File: src/rtl/cfg_scrub_pkg.sv
package cfg_scrub_pkg;

  typedef enum logic [2:0] {
    OP_SCRUB   = 3'd0,
    OP_CLEAR   = 3'd1,
    OP_CONFIG  = 3'd2,
    OP_VERIFY  = 3'd3,
    OP_READCFG = 3'd4
  } cfgOp_e;

  localparam logic [2:0] MODE_DEMAND  = 3'd0;
  localparam logic [2:0] MODE_CONT    = 3'd1;
  localparam logic [2:0] MODE_VERIFY  = 3'd2;
  localparam logic [2:0] MODE_RELOAD  = 3'd3;
  localparam logic [2:0] MODE_FLASHRD = 3'd4;
  localparam logic [2:0] MODE_CFGRD   = 3'd5;

  typedef enum logic [1:0] {
    ST_IDLE  = 2'd0,
    ST_CFG   = 2'd1,
    ST_FLASH = 2'd2
  } ctlState_e;

  // strobes from control to datapath
  typedef struct packed {
    logic   cfgGo;
    cfgOp_e op;
    logic   flashGo;
    logic   setScrubErr;
    logic   setCfgErr;
    logic   setFlashErr;
    logic   clrVerify;
    logic   clrWd;
    logic   wdHold;
    logic   rateRun;
  } ctlStrobe_t;

endpackage

File: src/rtl/cfg_scrub_fsm.sv
module cfg_scrub_fsm
  import cfg_scrub_pkg::*;
(
  input  logic       clk,
  input  logic       rstN,
  input  logic [2:0] modeSel,
  input  logic       goStrobe,
  input  logic       cfgDone,
  input  logic       cfgErr,
  input  logic       flashDone,
  input  logic       flashErr,
  input  logic       wdPend,
  input  logic       verifyPend,
  input  logic       rateHit,
  output ctlStrobe_t strb,
  output logic       busy
);

  ctlState_e state, stateNxt;
  cfgOp_e    curOp, curOpNxt;
  logic      issue;
  cfgOp_e    issueOp;

  always_ff @(posedge clk) begin
    if (!rstN) begin
      state <= ST_IDLE;
      curOp <= OP_SCRUB;
    end else begin
      state <= stateNxt;
      curOp <= curOpNxt;
    end
  end

  always_comb begin
    strb     = '0;
    stateNxt = state;
    curOpNxt = curOp;
    issue    = 1'b0;
    issueOp  = OP_SCRUB;

    strb.wdHold  = (state == ST_CFG) && ((curOp == OP_CLEAR) || (curOp == OP_CONFIG));
    strb.rateRun = (state == ST_IDLE) && (modeSel == MODE_CONT);

    unique case (state)
      ST_IDLE: begin
        if (wdPend) begin
          issue      = 1'b1;
          issueOp    = OP_CLEAR;
          strb.clrWd = 1'b1;
        end else if (verifyPend) begin
          issue          = 1'b1;
          issueOp        = OP_SCRUB;
          strb.clrVerify = 1'b1;
        end else begin
          case (modeSel)
            MODE_DEMAND:  if (goStrobe) begin issue = 1'b1; issueOp = OP_SCRUB;   end
            MODE_CONT:    if (rateHit)  begin issue = 1'b1; issueOp = OP_SCRUB;   end
            MODE_VERIFY:  if (goStrobe) begin issue = 1'b1; issueOp = OP_VERIFY;  end
            MODE_RELOAD:  if (goStrobe) begin issue = 1'b1; issueOp = OP_CLEAR;   end
            MODE_CFGRD:   if (goStrobe) begin issue = 1'b1; issueOp = OP_READCFG; end
            MODE_FLASHRD: if (goStrobe) begin
              strb.flashGo = 1'b1;
              stateNxt     = ST_FLASH;
            end
            default: ;
          endcase
        end
      end
      ST_CFG: begin
        if (cfgErr) begin
          if (curOp == OP_SCRUB) strb.setScrubErr = 1'b1;
          else                   strb.setCfgErr   = 1'b1;
          stateNxt = ST_IDLE;
        end else if (cfgDone) begin
          if (curOp == OP_CLEAR) begin
            issue   = 1'b1;
            issueOp = OP_CONFIG;
          end else begin
            stateNxt = ST_IDLE;
          end
        end
      end
      ST_FLASH: begin
        if (flashErr) begin
          strb.setFlashErr = 1'b1;
          stateNxt         = ST_IDLE;
        end else if (flashDone) begin
          stateNxt = ST_IDLE;
        end
      end
      default: stateNxt = ST_IDLE;
    endcase

    if (issue) begin
      strb.cfgGo = 1'b1;
      strb.op    = issueOp;
      curOpNxt   = issueOp;
      stateNxt   = ST_CFG;
    end
  end

  assign busy = (state != ST_IDLE);

endmodule

File: src/rtl/cfg_scrub_dp.sv
module cfg_scrub_dp
  import cfg_scrub_pkg::*;
#(
  parameter int WD_W   = 24,
  parameter int RATE_W = 24,
  parameter int BANK_W = 2
) (
  input  logic              clk,
  input  logic              rstN,
  input  ctlStrobe_t        strb,
  input  logic              statusClr,
  input  logic [WD_W-1:0]   wdMax,
  input  logic [RATE_W-1:0] scrubRate,
  input  logic [BANK_W-1:0] flashBank,
  input  logic              lifePulse,
  input  logic              verifyErr,
  output logic              cfgStart,
  output logic [2:0]        cfgOp,
  output logic              flashStart,
  output logic [BANK_W-1:0] imageBank,
  output logic              scrubErrFlag,
  output logic              cfgErrFlag,
  output logic              flashErrFlag,
  output logic              wdPend,
  output logic              verifyPend,
  output logic              rateHit
);

  localparam logic [RATE_W-1:0] RATE_SAT = {RATE_W{1'b1}};

  logic [WD_W-1:0]   wdCnt;
  logic [WD_W-1:0]   wdLimit;
  logic [RATE_W-1:0] rateCnt;

  assign wdLimit = wdMax - {{(WD_W-1){1'b0}}, 1'b1};

  // watchdog: reload on life pulse, frozen at zero during clear/configure
  always_ff @(posedge clk) begin
    if (!rstN) begin
      wdCnt  <= '0;
      wdPend <= 1'b0;
    end else begin
      if (strb.clrWd) wdPend <= 1'b0;
      if (strb.wdHold || lifePulse || (wdMax == '0)) begin
        wdCnt <= '0;
      end else if (wdCnt >= wdLimit) begin
        wdCnt  <= '0;
        wdPend <= 1'b1;
      end else begin
        wdCnt <= wdCnt + 1'b1;
      end
    end
  end

  // idle gap counter for continuous scrubbing
  always_ff @(posedge clk) begin
    if (!rstN || !strb.rateRun) rateCnt <= '0;
    else if (rateCnt != RATE_SAT) rateCnt <= rateCnt + 1'b1;
  end
  assign rateHit = (rateCnt >= scrubRate);

  always_ff @(posedge clk) begin
    if (!rstN) begin
      cfgStart   <= 1'b0;
      flashStart <= 1'b0;
      cfgOp      <= '0;
      imageBank  <= '0;
      verifyPend <= 1'b0;
    end else begin
      cfgStart   <= strb.cfgGo;
      flashStart <= strb.flashGo;
      if (strb.cfgGo) cfgOp <= strb.op;
      if (strb.cfgGo || strb.flashGo) imageBank <= flashBank;
      verifyPend <= (verifyPend & ~strb.clrVerify) | verifyErr;
    end
  end

  always_ff @(posedge clk) begin
    if (!rstN) begin
      scrubErrFlag <= 1'b0;
      cfgErrFlag   <= 1'b0;
      flashErrFlag <= 1'b0;
    end else begin
      scrubErrFlag <= (scrubErrFlag & ~statusClr) | strb.setScrubErr;
      cfgErrFlag   <= (cfgErrFlag   & ~statusClr) | strb.setCfgErr;
      flashErrFlag <= (flashErrFlag & ~statusClr) | strb.setFlashErr;
    end
  end

endmodule

File: src/rtl/cfg_scrub_ctrl.sv
module cfg_scrub_ctrl
  import cfg_scrub_pkg::*;
#(
  parameter int WD_W   = 24,
  parameter int RATE_W = 24,
  parameter int BANK_W = 2
) (
  input  logic              clk,
  input  logic              rstN,
  input  logic [2:0]        modeSel,
  input  logic              goStrobe,
  input  logic              statusClr,
  input  logic [WD_W-1:0]   wdMax,
  input  logic [RATE_W-1:0] scrubRate,
  input  logic [BANK_W-1:0] flashBank,
  input  logic              lifePulse,
  input  logic              verifyErr,
  output logic              cfgStart,
  output logic [2:0]        cfgOp,
  input  logic              cfgDone,
  input  logic              cfgErr,
  output logic              flashStart,
  input  logic              flashDone,
  input  logic              flashErr,
  output logic [BANK_W-1:0] imageBank,
  output logic              busy,
  output logic              scrubErrFlag,
  output logic              cfgErrFlag,
  output logic              flashErrFlag
);

  ctlStrobe_t strb;
  logic       wdPend;
  logic       verifyPend;
  logic       rateHit;

  cfg_scrub_fsm uFsm (
    .clk        (clk),
    .rstN       (rstN),
    .modeSel    (modeSel),
    .goStrobe   (goStrobe),
    .cfgDone    (cfgDone),
    .cfgErr     (cfgErr),
    .flashDone  (flashDone),
    .flashErr   (flashErr),
    .wdPend     (wdPend),
    .verifyPend (verifyPend),
    .rateHit    (rateHit),
    .strb       (strb),
    .busy       (busy)
  );

  cfg_scrub_dp #(
    .WD_W   (WD_W),
    .RATE_W (RATE_W),
    .BANK_W (BANK_W)
  ) uDp (
    .clk          (clk),
    .rstN         (rstN),
    .strb         (strb),
    .statusClr    (statusClr),
    .wdMax        (wdMax),
    .scrubRate    (scrubRate),
    .flashBank    (flashBank),
    .lifePulse    (lifePulse),
    .verifyErr    (verifyErr),
    .cfgStart     (cfgStart),
    .cfgOp        (cfgOp),
    .flashStart   (flashStart),
    .imageBank    (imageBank),
    .scrubErrFlag (scrubErrFlag),
    .cfgErrFlag   (cfgErrFlag),
    .flashErrFlag (flashErrFlag),
    .wdPend       (wdPend),
    .verifyPend   (verifyPend),
    .rateHit      (rateHit)
  );

endmodule

File: config.mk
export PLATFORM = sky130hd
export DESIGN_NAME = cfg_scrub_ctrl
export DESIGN_NICKNAME = d
export VERILOG_FILES = /design/src/rtl/cfg_scrub_pkg.sv /design/src/rtl/cfg_scrub_fsm.sv /design/src/rtl/cfg_scrub_dp.sv /design/src/rtl/cfg_scrub_ctrl.sv
export SDC_FILE = /design/constraint.sdc
export NUM_CORES = 1
export LEC_CHECK = 0
export ABC_AREA = 1
export BUFFER_PORTS_ARGS = -buffer_cell sky130_fd_sc_hd__buf_2
export CORE_UTILIZATION = 58
export CTS_CLUSTER_SIZE = 12
export DETAILED_ROUTE_END_ITERATION = 12
export GPL_TIMING_DRIVEN = 0
export PLACE_DENSITY = 0.81
export SETUP_SLACK_MARGIN = 0.3
export SKIP_CTS_REPAIR_TIMING = 1
export SLEW_MARGIN = 10
export SYNTH_ARGS = -nofsm -noshare
export SYNTH_HDL_FRONTEND = slang
export SYNTH_SLANG_ARGS = --single-unit
File: constraint.sdc
create_clock -name clk -period 3.1 [get_ports clk]
set_clock_uncertainty 0.1 [all_clocks]
set_input_delay 0.465 -clock clk [delete_from_list [all_inputs] [get_ports clk]]
set_output_delay 0.465 -clock clk [all_outputs]
set_load 0.01 [all_outputs]
# Yosys cells after proc, flatten, opt, wreduce, memory -nomap -nowiden
# Index checks and enable logic that the tools add are counted.
[totals]
ff_bits = 65
inputBits = 63
out_inout_bits = 11
wordCells = 121
[classes]
add_sub_neg = 3
n_lt_le_gt_ge = 2
eq_ne = 24
mux = 48
n_bitwise = 11
reduce_logical = 19
[op_table]
columns = ["cell", "n"]
rows = [
  ["adder 24 x 1 -> 24 bit, second input constant", 2],
  [">= comparator 24 bit", 2],
  ["2-to-1 mux 2 bit", 15],
  ["logical NOT 24 bit", 1],
  ["!= test 24 bit, second input constant", 1],
  ["subtractor 24 x 1 -> 24 bit, second input constant", 1],
  ["2-to-1 mux 1 bit", 23],
  ["!= test 3 bit, second input constant", 5],
  ["AND reduction 7 bit", 2],
  ["2-to-1 mux 3 bit", 4],
  ["!= test 4 x 3 -> 1 bit, second input constant", 3],
  ["equality test 3 x 2 -> 1 bit, second input constant", 3],
  ["case mux 3 bit (3 select lines)", 1],
  ["!= test 2 bit, second input constant", 4],
  ["equality test 3 x 1 -> 1 bit, second input constant", 2],
  ["equality test 3 bit, second input constant", 2],
  ["logical NOT 3 bit", 2],
  ["!= test 3 x 2 -> 1 bit, second input constant", 2],
  ["case mux 2 bit (3 select lines)", 1],
  ["case mux 3 bit (2 select lines)", 1],
  ["logical OR 1 bit", 5],
  ["bitwise AND 1 bit", 4],
  ["2-to-1 mux 4 bit", 1],
  ["bitwise OR 1 bit", 4],
  ["other kinds (11)", 16],
]

# Longest topological paths before layout
[depth]
word_depth = 8
depth_mapped = 18
mapped_depth_nobuf = 18

# Cells and area by module
# From an unflattened synthesis, not the netlist that was laid out.
[unflattened]
cells_unflattened = 843
area_unflattened_um2 = 5336.4
[modules_own_cells]
columns = ["mod", "instances", "cells_each", "area_each_um2", "seq_area_each_um2"]
rows = [
  ["cfg_scrub_dp", 1, 761, 4848.4, 1201.2],
  ["cfg_scrub_fsm", 1, 82, 488.0, 100.1],
]

# Least setup slack after synthesis
# Ideal clock, no wire load.
[synth_timing]
path_kind = "input to register"
from = "in wdMax[1]"
to = "reg uDp.wdCnt[0]"
setup_time_ps = 64
t_arrival_ps = 2742
required_time_ps = 2936
slack_ps = 194
cell_stages = 18
path_buffers = 1
cell_sequence = "nor2_1 -> inv_1 -> nor2_2 -> inv_2 -> nor2_2 -> nand4_2 -> nor2_1 -> nand2_1 -> nor3_2 -> xnor2_1 -> ha_1 -> a21oi_1 -> o21ai_0 -> a21oi_1 -> a21boi_1 -> nand4_4 -> buf_6 -> nor2_1"
[synth_via]
elab_chain_len = 3
word_cells_on_any_way = 5
classes_between = "add/sub: 1; order compare: 1; reduce/logical: 3"
[synth_lines]
columns = ["item", "line", "rtl"]
rows = [
  ["start: declaration", "cfg_scrub_ctrl.sv:13", "input logic [WD_W-1:0] wdMax,"],
  ["subtractor 24 x 1 -> 24 bit or logical NOT 24 bit (tied branches)", "cfg_scrub_dp.sv:35, cfg_scrub_dp.sv:44", ""],
  [">= comparator 24 bit or logical OR 1 bit (tied branches)", "cfg_scrub_dp.sv:46, cfg_scrub_dp.sv:44", ""],
  ["OR reduction 3 bit (no source line) (*)", "-", ""],
  ["end signal: assignment", "cfg_scrub_dp.sv:50", "wdCnt <= wdCnt + 1'b1;"],
  ["end: declaration", "cfg_scrub_dp.sv:31", "logic [WD_W-1:0] wdCnt;"],
]
# Every way passes the cells marked *; elsewhere a longest branch is shown, timed or not.
# A chain may end at the register's enable or synchronous reset.

# Worst setup path in the final report
[layout_timing]
from = "in wdMax[2]"
to = "reg uDp.wdCnt[22]"
# Same word-level chain as after synthesis.

==> metrics.md <==
| Metric | Value |
|---|---|
| Status | complete, no violations |
| Ys async rst share | 0% |
| Max-cap violations | 0 |
| Pwr Density | 302.3 nW/µm² |
| F_max | 0.3312 GHz |
| Root buffer cell | clkbuf_8 |
| Cell leakage power | 0.002793 µW |
| Total chip power | 1736 µW |
| Post-layout util | 70.25% |
| Max Slew Vio Count | 0 |
| P&R area growth vs syn | 17.90% |
| Post-synth EDFFs | 0 |
| Largest net degree at the start of global routing | 11 |
| Worst path most repeated cell | nor2_4 |
| Slew at the pin closest to its max-slew limit | 0.4791 ns |
| Worst-Skew Late Latency | 0.34 ns |
| Vias in the first global route | 4438 |
| Top cells by count, synth | 135 x nand2_1, 109 x inv_1, 95 x nor2_1, 65 x dfxtp_1, 51 x ha_1 |
| Count leader, synth | nand2_1 |
| Placeable Area | 8175 µm² |
| Initial Util | 59.58% |
| Final worst path period share | 97.41% |
| Cells along the critical path | buf_8 > nor2_4 > inv_2 > nor2_4 > inv_2 > nor2_4 > nand4_4 > nor2_4 > nand2_2 > nor3_2 > xnor2_1 > ha_1 > nand4_1 > inv_1 > a21oi_2 > a21boi_4 > nand4_4 > clkbuf_16 > nor2_1 |
| Die H | 93.64 µm |
| Synthesized net count | 807 |
| Share of cells above drive strength 1 | 20.63% |
| GR Util All Layers | 25.63% |
| Critical path capture point type | flop |
| Area occupied by multi-input gates | 3192 µm² |
| Psw | 465.9 µW |
| Nets@finish | 901 |
| Mapped Area | 4871 µm² |
| Ranking of synthesized cells by area | dfxtp_1 27%, ha_1 13%, nand2_1 10%, inv_1 8.4%, nor2_1 7.3% |
| Max Root-Sink Buffers | 2 |
| Synthesis warning total | 0 |
| Kind of critical path | in -> reg |
| ANT cells | 0 |
| Post-DRT Antenna Nets | 0 |
| Cts bufs inserted | 9 |
| RSZ-0062 raised after global routing | true |
| I/O Pins | 74 |
| Row count | 33 |
| Wire per inst | 12.11 µm |
| Slowest Stage Delay on Critical Path | 0.28 ns |
| First-pass GRT wire length | 18030 µm |
| Area share of the largest cell type after synthesis | 26.71% |
| Htree depth | 3 |
| Hold Fails Final Rpt | 0 |
| Clock network fraction of total power | 37.0% |
| First-pass iteration count of the detailed router | 4 |
| CTS tree | yes |
| Slew HR | 68.06% |
| Detailed-route via count | 4635 |
| CTS sink cnt | 65 |
| Top_reg_cell synth | dfxtp_1 |
| Mapped Cells | 693 |
| Crit Path Max Fanout | 8 |
| Internal power | 1270 µW |
| Library cells used by synthesis | 48 |
| CP arrival | 3.19 ns |
| Seq pwr share | 49.2% |
| CP delay by family, top | simple AND/OR/NAND/NOR gates |
| Max VDD drop | 0.1689 mV |
| Die Footprint | 8768 µm² |
| Hpwl dp | 8539 µm |
| Worst setup SP type | input pin |
| PortBufs | 73 |
| Largest area contributor in the netlist | dfxtp_1 |
| Switching share of power | 26.83% |
| GP Congestion | 0.8840 |
| Starting DRT DRC Count | 157 |
| Vias per cell | 5.179 |
| Critical Path Slowest Stage Cell | ha_1 |
| Grt total ovfl | 0 |
| Post-synthesis sequential area ratio | 26.71% |
| # fillers | 685 |
| Clock-pin slew on the worst setup and hold paths | 0.06 ns |
| Final WL | 10840 µm |
| Syn Area/Cell | 7.029 µm² |
| Final setup violation count | 0 |
| Chip width | 93.64 µm |
| Hold Crit Class | in -> reg |
| Initial antenna violation count | 0 |
| Register Area | 1301 µm² |
| Worst path buffer plus inverter count | 5 |
| Drt drc | 0 |
| Critical Path RT | 3.27 ns |
| Flops & latches, synth | 65 |
| Post-route minimum period | 3.020 ns |
| Logic pwr share | 13.8% |
[placed cells by master, fill, tap and decap left out, types with 3 or more instances in the layout]
| master | Yosys | routed |
|---|---|---|
| a21oi_1 | 36 | 35 |
| buf_2 | 1 | 73 |
| buf_4 | 0 | 8 |
| clkbuf_8 | 0 | 11 |
| dfxtp_1 | 65 | 65 |
| ha_1 | 51 | 51 |
| inv_1 | 109 | 108 |
| inv_2 | 7 | 8 |
| nand2_1 | 135 | 133 |
| nand2_2 | 9 | 11 |
| nand3_1 | 23 | 23 |
| nand3_2 | 5 | 5 |
| nand3b_1 | 3 | 3 |
| nand4_1 | 21 | 21 |
| nor2_1 | 95 | 85 |
| nor2_2 | 8 | 13 |
| nor2_4 | 4 | 9 |
| nor3_1 | 18 | 17 |
| nor3_2 | 4 | 3 |
| nor3_4 | 2 | 4 |
| o21ai_0 | 11 | 10 |
| o21ai_1 | 3 | 4 |
| xnor2_1 | 27 | 27 |
| xor2_1 | 24 | 24 |
[routing by layer]
layer  share of wire [%]  global-route usage (%)
met5                   0                       0
met4                 2.8                   11.28
met3                 3.3                   4.146
met2                  52                   47.98
met1                  42                   28.19
[final timing paths]
kind                                startpoint             end  slack (ns)  cells past startpoint
worst min register to register    uDp.cfgOp[0]    uDp.cfgOp[0]        0.36                      2
worst min-delay path                 verifyErr  uDp.verifyPend        0.26                      3
worst max-delay path                  wdMax[2]   uDp.wdCnt[22]        0.08                     19
worst max register to register  uDp.rateCnt[2]    uDp.cfgOp[2]        0.86                     16
[stage by stage]
stage               cells  setup TNS, ns  setup slack, ns  hold slack [ns]  instance area, µm²
finish                895              0          0.08023           0.2589                5743
global route          895         -1.250         -0.07176           0.2758                5743
CTS                   885              0          0.07829           0.2610                5555
detailed placement    871         -5.544          -0.2768           0.3445                5386
global placement      871         -3.046          -0.1686           0.3287                5386
floorplan             693              0           0.3024           0.3507                4890
[logic make-up after synthesis]
kind of cell | Yosys count | synth area share [%]
compound gates | 64 | 7.398
xor+xnor | 51 | 9.170
fa+ha+maj | 51 | 13.10
buf+inv | 122 | 9.735
flops | 65 | 26.71
simple gates | 340 | 33.88
[worst reg2reg max path: stages (launching register included)]
cell,delay [ns]
dfxtp_1,0.45
ha_1,0.29
nand2_1,0.10
inv_1,0.04
nand2_1,0.06
nand2_1,0.06
nand2_1,0.06
nand2_1,0.08
nand2_1,0.08
nand4_1,0.12
nand2_1,0.09
nand2_1,0.07
nand2_2,0.12
nand2_1,0.08
nor2_1,0.25
nand2_1,0.08
nand2_1,0.08
[sequential cells by signal, summed over array words and instances (netlist names)]
register	count
uDp.rateCnt	24
uDp.wdCnt	24
uDp.cfgOp	3
uFsm.curOp	3
uDp.imageBank	2
uFsm.state	2
uDp.cfgErrFlag	1
uDp.cfgStart	1
uDp.flashErrFlag	1
uDp.flashStart	1
uDp.scrubErrFlag	1
uDp.verifyPend	1
uDp.wdPend	1
[area by class of cell]
cell class / count / share of cell area, %
clock buffer: 11 / 2.636
timing repair buffer: 83 / 8.213
clock inverter: 3 / 0.3050
tap: 105 / 2.288
buffer: 5 / 0.6754
inverter: 117 / 7.647
multi-input combinational: 506 / 55.58
sequential: 65 / 22.66
[power groups by stage]
stage / logic [µW] / clock network [µW] / registers (µW)
detailed placement: 223 / 0 / 874
floorplan: 130 / 0 / 876
global route: 274 / 683 / 856
global placement: 212 / 0 / 873
finish: 240 / 642 / 855
CTS: 224 / 648 / 855
(Power assumes the default switching activity.)
